### src/rtl/mpwm_pkg.sv
package mpwm_pkg;
    typedef enum logic [1:0] {
        GM_PASS     = 2'b00,
        GM_AND      = 2'b01,
        GM_OR       = 2'b10,
        GM_PASS_ALT = 2'b11
    } gate_mode_e;

    localparam logic SEL_RISE = 1'b0;
    localparam logic SEL_FALL = 1'b1;
endpackage

### src/rtl/mpwm_period_counter.sv
module mpwm_period_counter #(
    parameter int CNT_W = 8
) (
    input  logic             clk,
    input  logic             rst_n,
    input  logic             run_i,
    input  logic [CNT_W-1:0] period_i,
    output logic [CNT_W-1:0] count_o
);
    typedef struct packed {
        logic [CNT_W-1:0] cnt;
    } cnt_state_t;

    cnt_state_t st_d, st_q;

    always_comb begin
        st_d = st_q;
        if (!run_i) begin
            st_d.cnt = period_i;
        end else if (st_q.cnt == '0) begin
            st_d.cnt = period_i;
        end else begin
            st_d.cnt = st_q.cnt - CNT_W'(1);
        end
    end

    always_ff @(posedge clk or negedge rst_n) begin
        if (!rst_n) st_q <= '0;
        else        st_q <= st_d;
    end

    assign count_o = st_q.cnt;

    assert_reload_R1: assert property (@(posedge clk) disable iff (!rst_n)
        (run_i && st_q.cnt == '0) |=> (st_q.cnt == $past(period_i)));
    assert_step_R1: assert property (@(posedge clk) disable iff (!rst_n)
        (run_i && st_q.cnt != '0) |=> (st_q.cnt == $past(st_q.cnt) - CNT_W'(1)));
    assert_hold_R1: assert property (@(posedge clk) disable iff (!rst_n)
        (!run_i) |=> (st_q.cnt == $past(period_i)));
endmodule

### src/rtl/mpwm_edge_channel.sv
module mpwm_edge_channel
    import mpwm_pkg::*;
#(
    parameter int CNT_W = 8
) (
    input  logic             clk,
    input  logic             rst_n,
    input  logic             run_i,
    input  logic [CNT_W-1:0] count_i,
    input  logic             wr_en_i,
    input  logic             wr_sel_i,
    input  logic [CNT_W-1:0] wr_data_i,
    output logic             pwm_o
);
    typedef struct packed {
        logic [CNT_W-1:0] rise_act;
        logic [CNT_W-1:0] fall_act;
        logic [CNT_W-1:0] rise_buf;
        logic [CNT_W-1:0] fall_buf;
        logic             rise_pend;
        logic             fall_pend;
        logic             out;
    } chan_state_t;

    chan_state_t st_d, st_q;
    logic rise_ev, fall_ev;

    always_comb begin
        st_d    = st_q;
        rise_ev = run_i && (count_i == st_q.rise_act);
        fall_ev = run_i && (count_i == st_q.fall_act);
        if (!run_i) begin
            st_d.out       = 1'b0;
            st_d.rise_pend = 1'b0;
            st_d.fall_pend = 1'b0;
            if (wr_en_i) begin
                if (wr_sel_i == SEL_FALL) st_d.fall_act = wr_data_i;
                else                      st_d.rise_act = wr_data_i;
            end
        end else begin
            if (fall_ev)      st_d.out = 1'b0;
            else if (rise_ev) st_d.out = 1'b1;
            if (fall_ev && st_q.rise_pend) begin
                st_d.rise_act  = st_q.rise_buf;
                st_d.rise_pend = 1'b0;
            end
            if (rise_ev && st_q.fall_pend) begin
                st_d.fall_act  = st_q.fall_buf;
                st_d.fall_pend = 1'b0;
            end
            if (wr_en_i) begin
                if (wr_sel_i == SEL_FALL) begin
                    st_d.fall_buf  = wr_data_i;
                    st_d.fall_pend = 1'b1;
                end else begin
                    st_d.rise_buf  = wr_data_i;
                    st_d.rise_pend = 1'b1;
                end
            end
        end
    end

    always_ff @(posedge clk or negedge rst_n) begin
        if (!rst_n) st_q <= '0;
        else        st_q <= st_d;
    end

    assign pwm_o = st_q.out;

    assert_set_R2: assert property (@(posedge clk) disable iff (!rst_n)
        (rise_ev && !fall_ev) |=> st_q.out);
    assert_clr_R2: assert property (@(posedge clk) disable iff (!rst_n)
        fall_ev |=> !st_q.out);
    assert_idle_low_R3: assert property (@(posedge clk) disable iff (!rst_n)
        !run_i |=> !st_q.out);
    assert_direct_R3: assert property (@(posedge clk) disable iff (!rst_n)
        (!run_i && wr_en_i && wr_sel_i == SEL_RISE) |=> (st_q.rise_act == $past(wr_data_i)));
    assert_rise_xfer_R4: assert property (@(posedge clk) disable iff (!rst_n)
        (fall_ev && st_q.rise_pend) |=> (st_q.rise_act == $past(st_q.rise_buf)));
    assert_rise_keep_R4: assert property (@(posedge clk) disable iff (!rst_n)
        (run_i && !fall_ev) |=> $stable(st_q.rise_act));
    assert_fall_xfer_R5: assert property (@(posedge clk) disable iff (!rst_n)
        (rise_ev && st_q.fall_pend) |=> (st_q.fall_act == $past(st_q.fall_buf)));
    assert_fall_keep_R5: assert property (@(posedge clk) disable iff (!rst_n)
        (run_i && !rise_ev) |=> $stable(st_q.fall_act));
    assert_clash_R10: assert property (@(posedge clk) disable iff (!rst_n)
        (fall_ev && st_q.rise_pend && wr_en_i && wr_sel_i == SEL_RISE)
        |=> (st_q.rise_pend && st_q.rise_buf == $past(wr_data_i)));
endmodule

### src/rtl/mpwm_output_gate.sv
module mpwm_output_gate
    import mpwm_pkg::*;
#(
    parameter int NUM_CH = 4
) (
    input  logic              multi_i,
    input  logic [1:0]        mode_i,
    input  logic [NUM_CH-1:0] raw_i,
    input  logic [NUM_CH-1:0] port_i,
    output logic [NUM_CH-1:0] out_o
);
    always_comb begin
        out_o = raw_i;
        if (multi_i) begin
            case (gate_mode_e'(mode_i))
                GM_AND:  out_o = raw_i & port_i;
                GM_OR:   out_o = raw_i | port_i;
                default: out_o = raw_i;
            endcase
        end
    end
endmodule

### src/rtl/mpwm_core.sv
module mpwm_core
    import mpwm_pkg::*;
#(
    parameter int NUM_CH = 4,
    parameter int CNT_W  = 8,
    localparam int CH_W  = (NUM_CH > 1) ? $clog2(NUM_CH) : 1
) (
    input  logic              clk,
    input  logic              rst_n,
    input  logic              gen_en,
    input  logic              multi_mode,
    input  logic [CNT_W-1:0]  period,
    input  logic              wr_en,
    input  logic [CH_W-1:0]   wr_ch,
    input  logic              wr_sel,
    input  logic [CNT_W-1:0]  wr_data,
    input  logic [1:0]        gate_true,
    input  logic [1:0]        gate_comp,
    input  logic [NUM_CH-1:0] port_true,
    input  logic [NUM_CH-1:0] port_comp,
    output logic [NUM_CH-1:0] pwm_p,
    output logic [NUM_CH-1:0] pwm_n
);
    logic [CNT_W-1:0]  count;
    logic [NUM_CH-1:0] chan_out;
    logic [NUM_CH-1:0] raw_p, raw_n;

    mpwm_period_counter #(.CNT_W(CNT_W)) u_counter (
        .clk      (clk),
        .rst_n    (rst_n),
        .run_i    (gen_en),
        .period_i (period),
        .count_o  (count)
    );

    for (genvar g = 0; g < NUM_CH; g++) begin : g_chan
        mpwm_edge_channel #(.CNT_W(CNT_W)) u_chan (
            .clk       (clk),
            .rst_n     (rst_n),
            .run_i     (gen_en),
            .count_i   (count),
            .wr_en_i   (wr_en && (wr_ch == CH_W'(g))),
            .wr_sel_i  (wr_sel),
            .wr_data_i (wr_data),
            .pwm_o     (chan_out[g])
        );
    end

    assign raw_p = {NUM_CH{gen_en}} & chan_out;
    assign raw_n = {NUM_CH{gen_en}} & ~chan_out;

    mpwm_output_gate #(.NUM_CH(NUM_CH)) u_gate_true (
        .multi_i (multi_mode),
        .mode_i  (gate_true),
        .raw_i   (raw_p),
        .port_i  (port_true),
        .out_o   (pwm_p)
    );

    mpwm_output_gate #(.NUM_CH(NUM_CH)) u_gate_comp (
        .multi_i (multi_mode),
        .mode_i  (gate_comp),
        .raw_i   (raw_n),
        .port_i  (port_comp),
        .out_o   (pwm_n)
    );

    logic gating_off;
    assign gating_off = !multi_mode ||
        ((gate_true != GM_AND) && (gate_true != GM_OR) &&
         (gate_comp != GM_AND) && (gate_comp != GM_OR));

    assert_comp_inverse_R7: assert property (@(posedge clk) disable iff (!rst_n)
        (gen_en && gating_off) |-> (pwm_n == ~pwm_p));
    assert_stopped_low_R3: assert property (@(posedge clk) disable iff (!rst_n)
        (!gen_en && gating_off) |-> (pwm_p == '0 && pwm_n == '0));
    assert_and_true_R8: assert property (@(posedge clk) disable iff (!rst_n)
        (multi_mode && gate_true == GM_AND) |-> ((pwm_p & ~port_true) == '0));
    assert_or_true_R8: assert property (@(posedge clk) disable iff (!rst_n)
        (multi_mode && gate_true == GM_OR) |-> ((pwm_p & port_true) == port_true));
    assert_and_comp_R9: assert property (@(posedge clk) disable iff (!rst_n)
        (multi_mode && gate_comp == GM_AND) |-> ((pwm_n & ~port_comp) == '0));
    assert_or_comp_R9: assert property (@(posedge clk) disable iff (!rst_n)
        (multi_mode && gate_comp == GM_OR) |-> ((pwm_n & port_comp) == port_comp));
endmodule

### config.mk
export PLATFORM = sky130hd
export DESIGN_NAME = mpwm_core
export DESIGN_NICKNAME = d
export VERILOG_FILES = /design/src/rtl/mpwm_pkg.sv /design/src/rtl/mpwm_period_counter.sv /design/src/rtl/mpwm_edge_channel.sv /design/src/rtl/mpwm_output_gate.sv /design/src/rtl/mpwm_core.sv
export SDC_FILE = /design/constraint.sdc
export NUM_CORES = 1
export LEC_CHECK = 0
export ABC_CLOCK_PERIOD_IN_PS = 2200
export CAP_MARGIN = 20
export CORE_MARGIN = 10
export CORE_UTILIZATION = 40
export DETAILED_ROUTE_END_ITERATION = 6
export PLACE_DENSITY = 0.54
export SETUP_SLACK_MARGIN = 0.02
export SYNTH_ARGS = -nofsm -noshare
export SYNTH_HDL_FRONTEND = slang
export SYNTH_SLANG_ARGS = --single-unit
### constraint.sdc
create_clock -name clk -period 2.2 [get_ports clk]
set_clock_uncertainty 0.05 [all_clocks]
set_input_delay 0.44 -clock clk [delete_from_list [all_inputs] [get_ports clk]]
set_output_delay 0.44 -clock clk [all_outputs]
set_load 0.05 [all_outputs]
==> flow_metrics.tcl <==
set metrics [dict create \
    place.port_buffers 43 \
    dp_slack_ns -0.377 \
    maxCapViolCount 0 \
    crit_type "flop to flop" \
    status "completed" \
    synth_top_cells_by_area "dfrtp_1, mux2_2, nand2_1, xnor2_1, mux2_4" \
    nFillCells 1575 \
    fp.dieW_um 156 \
    worst_pin_slew_ns 0.547 \
    root_buffer "clkbuf_16" \
    start_util_pct 40.8 \
    synth_top_area_share_pct 50.2 \
    vdd_drop_max_mv 0.505 \
    seq_area_frac_synth_pct 50.2 \
    grt_pass1_wl_um 30900 \
    dpl-instance-area_sq_um 8690 \
    slew-limit-headroom_pct 63.4 \
    synth_nets 712 \
    htree_levels 4 \
    clkTransAtPathRegs_ns 0.06 \
    power_density_nw_per_um2 943 \
    cp-start-kind "flop" \
    cts_tree "built" \
    drc 0 \
    setup_tns_ns 0 \
    yosysTopAreaCell "dfrtp_1" \
    synth_cell_types 51 \
    seq_area_sq_um 3710 \
    num-nets-final 810 \
    pin_count 44 \
    fin_total_pwr_uw 8920 \
    clkPwrFrac_pct 34.6 \
    setup_viol 0 \
    crit_slowest_cell "or4_4" \
    crit_buf_inv 1 \
    numCtsBuffers 17 \
    synth_top_flop_cell "dfrtp_1" \
    die_y_um 156 \
    netlist_instances 670 \
    antennaDiodeCount 0 \
    grt_setup_unrepaired "yes" \
    arrival_ns 2.40 \
    grt_max_degree 59 \
    drv_slew 0 \
    multiInputGateArea_sq_um 3640 \
    p_switching_uw 2570 \
    dieArea_sq_um 24300 \
    cp-end-kind "flop" \
    drtIter0Drc 253 \
    clk_path_buf_depth 2 \
    crit_path_cell_trace "xnor2_2, nand3_4, or4_4, o22a_1, buf_12, mux2_4" \
    min_period_ns 2.15 \
    fin_area_sq_um 9460 \
    vias_per_cell 5.14 \
    gp_congestion 0.863 \
    crit_path_max_incr_delay_ns 0.53 \
    rows 49 \
    clock_latency_ns 0.42 \
    critPathMaxFanout 8 \
    fmax_mhz 466 \
    track_usage_pct 16.3 \
    p_seq_share_pct 42.2 \
    p_int_uw 6350 \
    min_path_type "flop to flop" \
    final_cells 1010 \
    first_global_vias 5379 \
    ant_nets 0 \
    grt-ovfl-total 0 \
    crit_required_ns 2.46 \
    p_comb_share_pct 23.2 \
    ys_seq_elements 148 \
    hold_viol 0 \
    yosys_warnings 0 \
    min_period_over_period_pct 97.6 \
    syn_area_sq_um 7380 \
    area_growth_syn_to_layout_pct 28.2 \
    hpwl_um 13800 \
    cts.sinks 148 \
    async_reset_ff_share_pct 100 \
    fin_ws_ns 0.0530 \
    syn_area_per_cell_sq_um 11.0 \
    cp_top_family "simple AND/OR/NAND/NOR gates" \
    yosysMostFrequentCell "nand2_1" \
    dp.cells 976 \
    core_area_sq_um 18100 \
    grt_antenna_before_repair 0 \
    power_leakage_uw 0.00433 \
    p_sw_share_pct 28.8 \
    wl_per_cell_um 19.0 \
    wirelength_um 19200 \
    vias 5196 \
    drt_first_pass_iters 4 \
    synth_common_cells "nand2_1, dfrtp_1, mux2_2, xnor2_1, o21ai_0" \
    synth-edff-count 0 \
    drive_gt1_share_pct 33.4 \
]
[state kept, by name (all words and copies together) (netlist names)]
signal and flops:
u_counter.count_o 8, g_chan.u_chan.pwm_o 4, g_chan.u_chan.st_q 136
[stage by stage]
stage	hold WS, ns	util, %
floorplan	0.0944	-
global placement	0.338	48.0
global route	0.465	52.3
CTS	0.437	52.0
detailed placement	0.351	48.0
finish	0.437	52.3
[power groups by stage]
stage	logic, uW	clock network, uW	registers, uW
floorplan	1450	0	3680
global placement	1980	0	3790
detailed placement	2020	0	3810
CTS	2070	3140	3760
global route	2270	3260	3850
finish	2070	3080	3770
[metal layers]
metal  vias to the layer above  GRT usage (%)  share of wire, %
met5                         -              0                 0
met4                         0           3.60               1.1
met3                        16           4.25               4.2
met2                        98           25.6                46
met1                      2601           22.2                49
li1                       2481              -                 -
[logic make-up after synthesis]
logic type               synth area share (%)
AO/OA/AOI/OAI                            6.56
AND/OR/NAND/NOR                          12.4
buffers and inverters                    3.08
flip-flops                               50.2
multiplexers                             18.7
XOR/XNOR                                 8.05
adder cells (fa/ha/maj)                  1.02
[area by class of cell]
class / instances / share of cell area (%)
inverter: 18 / 0.714
tap: 229 / 3.03
clock buffer: 17 / 4.50
timing repair buffer: 107 / 12.0
sequential: 148 / 39.2
multi-input combinational: 476 / 38.5
clock inverter: 15 / 2.05
[cell usage in the layout (no fill, tap or decap), types with 4 or more instances in the layout]
| cell | instances |
|---|---|
| dfrtp_1 | 143 |
| ha_1 | 4 |
| nand4_1 | 12 |
| inv_2 | 4 |
| a21oi_1 | 12 |
| buf_12 | 19 |
| dfrtp_2 | 5 |
| nor2_1 | 16 |
| mux2_2 | 102 |
| xor2_1 | 9 |
| a31oi_2 | 4 |
| o21ai_2 | 4 |
| mux2_4 | 8 |
| clkdlybuf4s50_1 | 28 |
| inv_6 | 4 |
| o21ai_0 | 12 |
| xnor2_1 | 56 |
| buf_4 | 50 |
| nor3_1 | 7 |
| a21o_1 | 9 |
| o22ai_1 | 6 |
| nand2_1 | 154 |
| mux2_1 | 10 |
| inv_1 | 13 |
| clkbuf_16 | 17 |
[worst paths after layout]
kind                                          start                         to  slack (ns)  cells past startpoint
max in group asynchronous                     rst_n  g_chan[0].u_chan.st_q[20]        0.95                      3
min in group asynchronous                     rst_n       u_counter.count_o[3]        0.46                      2
setup reg to reg               u_counter.count_o[7]  g_chan[3].u_chan.st_q[21]        0.05                      6
hold reg to reg            g_chan[3].u_chan.st_q[2]   g_chan[3].u_chan.st_q[2]        0.44                      1
hold / removal             g_chan[3].u_chan.st_q[2]   g_chan[3].u_chan.st_q[2]        0.44                      1
setup / recovery               u_counter.count_o[7]  g_chan[3].u_chan.st_q[21]        0.05                      6
[what timing repair did]
action / in CTS / in global routing
cloned: 0 / 0
buffers inserted: 0 / 1
setup endpoints to repair: 32 / 37
pin swaps: 3 / 7
hold endpoints to repair: 41 / 0
gates resized for setup: 29 / 16
hold buffers: 1 / 0
Power figures use the tool's default switching activity.
